### config.mk
export PLATFORM = sky130hd
export DESIGN_NAME = sleep_uart_rx
export DESIGN_NICKNAME = d
export VERILOG_FILES = /design/src/rtl/sleep_uart_rx_pkg.sv /design/src/rtl/sleep_uart_rx_sync.sv /design/src/rtl/sleep_uart_rx_vote.sv /design/src/rtl/sleep_uart_rx_frame.sv /design/src/rtl/sleep_uart_rx.sv
export SDC_FILE = /design/constraint.sdc
export NUM_CORES = 1
export LEC_CHECK = 0
export ABC_AREA = 1
export BUFFER_PORTS_ARGS = -buffer_cell sky130_fd_sc_hd__buf_2
export CAP_MARGIN = 15
export CORE_AREA = 5 5 89 91
export CTS_CLUSTER_DIAMETER = 30
export CTS_CLUSTER_SIZE = 14
export DETAILED_ROUTE_END_ITERATION = 8
export DIE_AREA = 0 0 94 96
export HOLD_SLACK_MARGIN = 0.08
export MAX_ROUTING_LAYER = met4
export PLACE_DENSITY_LB_ADDON = 0.05
export SLEW_MARGIN = 15
export SYNTH_ARGS = -nofsm -noshare
export SYNTH_HDL_FRONTEND = slang
export SYNTH_SLANG_ARGS = --single-unit
### constraint.sdc
create_clock -name clk -period 1.8 [get_ports clk]
set_clock_uncertainty 0.05 [all_clocks]
set_input_delay 0.36 -clock clk [delete_from_list [all_inputs] [get_ports clk]]
set_output_delay 0.36 -clock clk [all_outputs]
set_load 0.03 [all_outputs]
### src/rtl/sleep_uart_rx_pkg.sv
package sleep_uart_rx_pkg;
  localparam int unsigned WORD_W = 9;

  localparam logic [1:0] A_CTRL = 2'd0;
  localparam logic [1:0] A_STAT = 2'd1;
  localparam logic [1:0] A_DATA = 2'd2;

  typedef enum logic [1:0] {RX_IDLE, RX_START, RX_DATA, RX_STOP} rx_state_e;

  // Packed MSB first: en is bit 0.
  typedef struct packed {
    logic idle_ie;
    logic rx_ie;
    logic nine;
    logic addr_wake;
    logic sleep;
    logic en;
  } ctrl_t;

  // Packed MSB first: rdy is bit 0.
  typedef struct packed {
    logic ferr;
    logic noise;
    logic ovr;
    logic idle;
    logic rdy;
  } stat_t;

  localparam int unsigned CTRL_W = $bits(ctrl_t);
  localparam int unsigned STAT_W = $bits(stat_t);
endpackage

### src/rtl/sleep_uart_rx_sync.sv
module sleep_uart_rx_sync #(
  parameter int STAGES = 2
) (
  input  logic clk,
  input  logic rst_n,
  input  logic d,
  output logic q
);
  logic [STAGES-1:0] chain_q;

  always_ff @(posedge clk or negedge rst_n) begin
    if (!rst_n) chain_q <= '1;
    else        chain_q <= {chain_q[STAGES-2:0], d};
  end

  assign q = chain_q[STAGES-1];
endmodule

### src/rtl/sleep_uart_rx_vote.sv
module sleep_uart_rx_vote #(
  parameter int OSR  = 16,
  parameter int PH_W = $clog2(OSR)
) (
  input  logic            clk,
  input  logic            rst_n,
  input  logic            tick,
  input  logic [PH_W-1:0] phase,
  input  logic            line,
  output logic            vote,
  output logic            noisy
);
  localparam logic [PH_W-1:0] P_A = PH_W'(OSR/2 - 1);
  localparam logic [PH_W-1:0] P_B = PH_W'(OSR/2);

  logic s_a, s_b;

  always_ff @(posedge clk or negedge rst_n) begin
    if (!rst_n) begin
      s_a <= 1'b1;
      s_b <= 1'b1;
    end else if (tick) begin
      if (phase == P_A) s_a <= line;
      if (phase == P_B) s_b <= line;
    end
  end

  // Third sample is the live line in the deciding slot.
  assign vote  = (s_a & s_b) | (s_a & line) | (s_b & line);
  assign noisy = (s_a != line) || (s_b != line);
endmodule

### src/rtl/sleep_uart_rx_frame.sv
module sleep_uart_rx_frame
  import sleep_uart_rx_pkg::*;
#(
  parameter int OSR = 16
) (
  input  logic              clk,
  input  logic              rst_n,
  input  logic              enable,
  input  logic              nine,
  input  logic              tick,
  input  logic              line,
  input  logic              run_restart,
  output logic              done_o,
  output logic [WORD_W-1:0] word_o,
  output logic              noise_o,
  output logic              ferr_o,
  output logic              char_idle_o
);
  localparam int PH_W  = $clog2(OSR);
  localparam int RUN_W = $clog2(OSR * 11 + 1);
  localparam logic [PH_W-1:0] P_DEC  = PH_W'(OSR/2 + 1);
  localparam logic [PH_W-1:0] P_LAST = PH_W'(OSR - 1);

  rx_state_e         state_q;
  logic [PH_W-1:0]   phase_q;
  logic [3:0]        bitn_q;
  logic [WORD_W-1:0] shreg_q;
  logic              nacc_q;
  logic [RUN_W-1:0]  run_q;
  logic [RUN_W-1:0]  run_tgt;
  logic              vote, noisy, decide;
  logic [3:0]        last_bit;

  sleep_uart_rx_vote #(.OSR(OSR), .PH_W(PH_W)) u_vote (
    .clk   (clk),
    .rst_n (rst_n),
    .tick  (tick),
    .phase (phase_q),
    .line  (line),
    .vote  (vote),
    .noisy (noisy)
  );

  assign decide   = tick && (phase_q == P_DEC);
  assign last_bit = nine ? 4'd8 : 4'd7;
  assign run_tgt  = nine ? RUN_W'(OSR * 11) : RUN_W'(OSR * 10);

  always_ff @(posedge clk or negedge rst_n) begin
    if (!rst_n) begin
      state_q <= RX_IDLE;
      phase_q <= '0;
      bitn_q  <= '0;
      shreg_q <= '0;
      nacc_q  <= 1'b0;
      done_o  <= 1'b0;
      noise_o <= 1'b0;
      ferr_o  <= 1'b0;
    end else begin
      done_o <= 1'b0;
      if (!enable) begin
        state_q <= RX_IDLE;
        phase_q <= '0;
        bitn_q  <= '0;
        nacc_q  <= 1'b0;
      end else if (tick) begin
        phase_q <= (phase_q == P_LAST) ? '0 : phase_q + 1'b1;
        unique case (state_q)
          RX_IDLE: begin
            phase_q <= PH_W'(1);
            if (!line) begin
              state_q <= RX_START;
              nacc_q  <= 1'b0;
            end
          end
          RX_START: if (decide) begin
            if (vote) state_q <= RX_IDLE;
            else begin
              state_q <= RX_DATA;
              bitn_q  <= '0;
              nacc_q  <= noisy;
            end
          end
          RX_DATA: if (decide) begin
            shreg_q <= {vote, shreg_q[WORD_W-1:1]};
            nacc_q  <= nacc_q | noisy;
            if (bitn_q == last_bit) state_q <= RX_STOP;
            else                    bitn_q  <= bitn_q + 1'b1;
          end
          RX_STOP: if (decide) begin
            state_q <= RX_IDLE;
            done_o  <= 1'b1;
            ferr_o  <= !vote;
            noise_o <= nacc_q | noisy;
          end
          default: state_q <= RX_IDLE;
        endcase
      end
    end
  end

  // Run of continuous high line while no frame is in progress.
  always_ff @(posedge clk or negedge rst_n) begin
    if (!rst_n) begin
      run_q       <= '0;
      char_idle_o <= 1'b0;
    end else begin
      char_idle_o <= 1'b0;
      if (!enable || run_restart || state_q != RX_IDLE || !line) run_q <= '0;
      else if (tick && run_q < run_tgt) begin
        run_q <= run_q + 1'b1;
        if (run_q == run_tgt - 1'b1) char_idle_o <= 1'b1;
      end
    end
  end

  assign word_o = nine ? shreg_q : {1'b0, shreg_q[WORD_W-1:1]};
endmodule

### src/rtl/sleep_uart_rx.sv
module sleep_uart_rx
  import sleep_uart_rx_pkg::*;
#(
  parameter int OSR         = 16,
  parameter int SYNC_STAGES = 2
) (
  input  logic              clk,
  input  logic              rst_n,
  input  logic              sample_tick,
  input  logic              rx_line,
  input  logic [1:0]        reg_addr,
  input  logic              reg_wr,
  input  logic              reg_rd,
  input  logic [CTRL_W-1:0] reg_wdata,
  output logic [WORD_W-1:0] reg_rdata,
  output logic              irq,
  output logic              rx_pin_input
);
  ctrl_t             ctrl_q;
  stat_t             stat_q;
  logic [WORD_W-1:0] data_q;
  logic              seen_q;
  logic              line_s;
  logic              done, noise, ferr, char_idle;
  logic [WORD_W-1:0] word;
  logic              ctrl_wr, data_rd, msb, addr_hit, wake_hit, accept;

  sleep_uart_rx_sync #(.STAGES(SYNC_STAGES)) u_sync (
    .clk   (clk),
    .rst_n (rst_n),
    .d     (rx_line),
    .q     (line_s)
  );

  sleep_uart_rx_frame #(.OSR(OSR)) u_frame (
    .clk         (clk),
    .rst_n       (rst_n),
    .enable      (ctrl_q.en),
    .nine        (ctrl_q.nine),
    .tick        (sample_tick),
    .line        (line_s),
    .run_restart (ctrl_wr),
    .done_o      (done),
    .word_o      (word),
    .noise_o     (noise),
    .ferr_o      (ferr),
    .char_idle_o (char_idle)
  );

  assign ctrl_wr  = reg_wr && (reg_addr == A_CTRL);
  assign data_rd  = reg_rd && (reg_addr == A_DATA);
  assign msb      = ctrl_q.nine ? word[8] : word[7];
  assign addr_hit = ctrl_q.addr_wake && done && msb;
  assign wake_hit = ctrl_q.en && ctrl_q.sleep &&
                    (ctrl_q.addr_wake ? addr_hit : char_idle);
  assign accept   = ctrl_q.en && done && (!ctrl_q.sleep || addr_hit);

  always_ff @(posedge clk or negedge rst_n) begin
    if (!rst_n)        ctrl_q <= '0;
    else if (ctrl_wr)  ctrl_q <= ctrl_t'(reg_wdata);
    else if (wake_hit) ctrl_q.sleep <= 1'b0;
  end

  always_ff @(posedge clk or negedge rst_n) begin
    if (!rst_n) begin
      stat_q <= '0;
      data_q <= '0;
      seen_q <= 1'b0;
    end else if (!ctrl_q.en) begin
      stat_q <= '0;
      seen_q <= 1'b0;
    end else begin
      if (data_rd) stat_q <= '0;
      if (accept) begin
        seen_q <= 1'b1;
        if (stat_q.rdy && !data_rd) stat_q.ovr <= 1'b1;
        else begin
          stat_q.rdy   <= 1'b1;
          stat_q.noise <= noise;
          stat_q.ferr  <= ferr;
          data_q       <= word;
        end
      end
      if (char_idle && seen_q && !ctrl_q.sleep) begin
        stat_q.idle <= 1'b1;
        seen_q      <= 1'b0;
      end
    end
  end

  always_comb begin
    unique case (reg_addr)
      A_CTRL:  reg_rdata = WORD_W'(ctrl_q);
      A_STAT:  reg_rdata = WORD_W'(stat_q);
      A_DATA:  reg_rdata = data_q;
      default: reg_rdata = '0;
    endcase
  end

  assign irq = (ctrl_q.rx_ie && (stat_q.rdy || stat_q.ovr)) ||
               (ctrl_q.idle_ie && stat_q.idle);
  assign rx_pin_input = ctrl_q.en;
endmodule

==> Flow_metrics.wiki <==
{| class="wikitable"
! Metric !! Value
|-
| Run status || finished clean
|-
| Worst supply voltage drop on vdd || around 0.45 mV
|-
| Switching power total || between 0.001 and 0.0015 W
|-
| Final setup vio count || 0
|-
| Wire length of the first global-routing pass || 11.12 mm
|-
| Post-route design area || 3615 µm²
|-
| Number of unique standard cell types used by synthesis || 34
|-
| Most common cell after layout, fill and taps aside || nand2_1
|-
| Number of endpoints with negative hold slack in the final report || 0
|-
| Share of async-settable or async-resettable flops after synthesis || between 90% and 100%
|-
| Number of top-level design ports || 25
|-
| Actual slew at the worst max-slew pin || 0.4136 ns
|-
| Total number of vias || 2527
|-
| Drc violations || 0
|-
| Worst Setup End Kind || output port
|-
| Cell Area, Synth || 3057 µm²
|-
| TritonCTS Sinks || 57
|-
| Number of optimization iterations in the first detailed-route pass || 4
|-
| Final antenna diode count || 0
|-
| TritonCTS buffer count || 9
|-
| Initial antenna violation count || 0
|-
| Max-slew headroom || slightly above 70%
|-
| Data required time at the worst endpoint || 1.39 ns
|-
| Leakage power total || roughly 1.8 nW
|-
| Synth Area in Adders || 4.912%
|-
| Remaining antenna violation count after routing || 0
|-
| Height of the die || 96 µm
|-
| Unrepaired setup endpoints after global routing || no
|-
| Post-Synth XOR/XNOR Area || 1.433%
|-
| Hold crit path type || in -> reg
|-
| Master cell of the clock root buffer || clkbuf_8
|-
| Commonest register cell after synthesis || dfrtp_1
|-
| Synth area leaders || dfrtp_1 43%, nand2_1 12%, o21ai_0 6.9%
|-
| Initial Util || 43.30%
|-
| IO buf count || 24
|-
| Main combinational cell family by area after synthesis || simple AND/OR/NAND/NOR gates
|-
| Count of synthesis-stage warnings from yosys || 0
|-
| Level count of the clock H-tree || 3
|-
| Via-per-instance ratio || 4.750
|-
| Routed wire length || approximately 6.5 mm
|-
| Placement row count || 31
|-
| Post-placement cell area || 3352 µm²
|-
| Share of power burned in registers || 41.6%
|-
| Clock tree from TritonCTS || done
|-
| Post-Route Utilization || between 50% and 60%
|-
| Worst setup slack for register-to-register paths || 0.21 ns
|-
| Post-synthesis compound-gate area fraction || 13.10%
|-
| Overall die width || 94 µm
|-
| Die outline area || 9024 µm²
|-
| Register clock-pin slew on the reported worst setup and hold paths || 0.06 ns
|-
| Portion of the post-synthesis area used by sequential elements || 46.83%
|-
| Fraction of synthesized area in multiplexers || 0.7368%
|-
| Logic pwr share || approximately a quarter
|-
| Global routing usage summed across all routing layers || 16.57%
|-
| Final number of max-transition violations || 0
|-
| Internal power contribution || 0.002463 W
|-
| Switching part of the total || 31.18%
|-
| Routed WL per cell || 12.30 µm
|-
| Data arrival at the endpoint of the critical path || 1.28 ns
|-
| Summed negative setup slack over all endpoints || 0 ns
|-
| DRT iter0 DRCs || 97
|-
| Pin count of the biggest net entering global routing || 25
|-
| Power, Total || around 0.0036 W
|-
| Synthesized flop and latch total || 57
|-
| Synthesized Nets || 412
|-
| Total congestion overflow || 0
|-
| Critical Path Source Type || input pin
|-
| Area Growth Syn to Fin || 18.26%
|-
| Crit path max fanout || 9
|-
| Share of the clock period used by the worst path after layout || 94.01%
|-
| Class of the most critical setup path || in -> out
|-
| Yosys top cell by area || dfrtp_1
|-
| Most used cells in the layout excluding fill and tap cells || 99 x nand2_1, 52 x inv_1, 51 x dfrtp_1, 42 x o21ai_0, 32 x nor2_1
|-
| Syn Inst Count || about 390
|-
| Number of nets in the final layout || 454
|-
| Maxcap violations || 0
|-
| Clock Tree Buf Depth || 2
|-
| Mean Syn Cell Area || 7.919 µm²
|-
| Detailed placer's ending HPWL || 5.033 mm
|-
| Source-to-sink clock delay at the later pin of the worst-skew pair || 0.33 ns
|-
| Clock network fraction of total power || 34.2%
|-
| Share of final-layout standard cells stronger than drive strength 1 || between 10% and 20%
|-
| Core footprint || 7059 µm²
|-
| PwrDens || 989.9 nW/µm²
|-
| Via count of the first global-routing pass || between 2000 and 2500
|-
| Routability Congestion || between 0.8 and 0.9
|-
| Simple-gate area share of the yosys netlist || between 20 and 25%
|-
| Number of enable flip-flop cells after synthesis || 0
|-
| Shortest clock period the worst path allows after layout || 1.692 ns
|-
| Fmax || 591.0 MHz
|-
| Area share of the leading cell type in the synthesized netlist || 43.39%
|}
repair_timing:
item / CTS / global route
gates resized for setup: 1 / 6
setup buffers: 0 / 2
hold endpoints to repair: 15 / 0
endpoints found under the setup margin: 1 / 6
hold buffers: 2 / 0
kinds of logic (layout without fill, tap and decap cells):
| logic type | count (synthesis) | count (layout) |
|---|---|---|
| mux | 2 | 2 |
| flops | 57 | 57 |
| xor+xnor | 5 | 5 |
| compound gates | 70 | 70 |
| fa+ha+maj | 12 | 12 |
| simple gates | 176 | 176 |
| buf+inv | 64 | 111 |
synthesized netlist by cell type (4+ instances only):
cell and instances:
nand2_1 99, nor2_1 33, o22ai_1 4, inv_1 52, dfrtp_1 53, o21ai_0 42, ha_1 12, nand2_2 4
dfstp_2 4, o211ai_1 5, a21oi_1 11, nand3_1 27, inv_2 4
critical path, stage by stage:
cell and delay, ns:
buf_2 0.11, inv_2 0.04, nor2_2 0.09, clkinv_1 0.21, o221ai_1 0.23, buf_2 0.24
cell type report:
type	count	area [µm²]
clock buffers	14	172.7
flip-flops and latches	57	1434
clock inverters	2	35.03
multi-input cells	265	1378
fillers	707	3445
repair buffers	38	257.7
well taps	99	123.9
inverters	57	214.0
sequential cells by signal, summed over array words and instances, names as in the netlist, 2 cells and up:
name,flops
u_frame.shreg_q,9
stat_q,5
u_frame.state_q,2
u_frame.bitn_q,4
data_q,9
u_sync.chain_q,2
ctrl_q,5
u_frame.run_q,8
u_frame.phase_q,4
power by group through the flow:
| stage | sequential (W) | clock [W] | combinational (W) |
|---|---|---|---|
| floorplan | 0.00149 | 0 | 0.000587 |
| finish | 0.00149 | 0.00122 | 0.000866 |
| global route | 0.00151 | 0.00131 | 0.000990 |
| global placement | 0.00151 | 0 | 0.000838 |
| CTS | 0.00149 | 0.00127 | 0.000846 |
| detailed placement | 0.00151 | 0 | 0.000840 |
metrics by stage:
| step | hold WS [ns] | std cells | setup WS (ns) |
|---|---|---|---|
| finish | 0.2151 | 532 | 0.1078 |
| global route | 0.2221 | 532 | 0.001812 |
| CTS | 0.2035 | 530 | 0.05033 |
| detailed placement | 0.2681 | 512 | 0.1136 |
| global placement | 0.2696 | 512 | 0.1135 |
| floorplan | 0.01441 | 386 | 0.06117 |
worst paths after layout:
path                               startpoint                  to  cells past startpoint
max                               reg_addr[1]        reg_rdata[4]                      6
min                              reg_wdata[3]           ctrl_q[3]                      2
max reg2reg                u_frame.state_q[1]   u_frame.bitn_q[3]                     10
min reg2reg                 u_sync.chain_q[0]   u_sync.chain_q[1]                      0
max in group asynchronous               rst_n  u_frame.u_vote.s_b                      3
min in group asynchronous               rst_n           data_q[2]                      2
routing by layer:
| metal | up-vias | track usage (%) | routed length [µm] |
|---|---|---|---|
| met5 | - | - | 0 |
| met4 | 0 | 7.220 | 112 |
| met3 | 10 | 3.362 | 280 |
| met2 | 38 | 24.78 | 2844 |
| met1 | 1152 | 21.91 | 3308 |
| li1 | 1327 | - | - |
(Power assumes the default switching activity.)
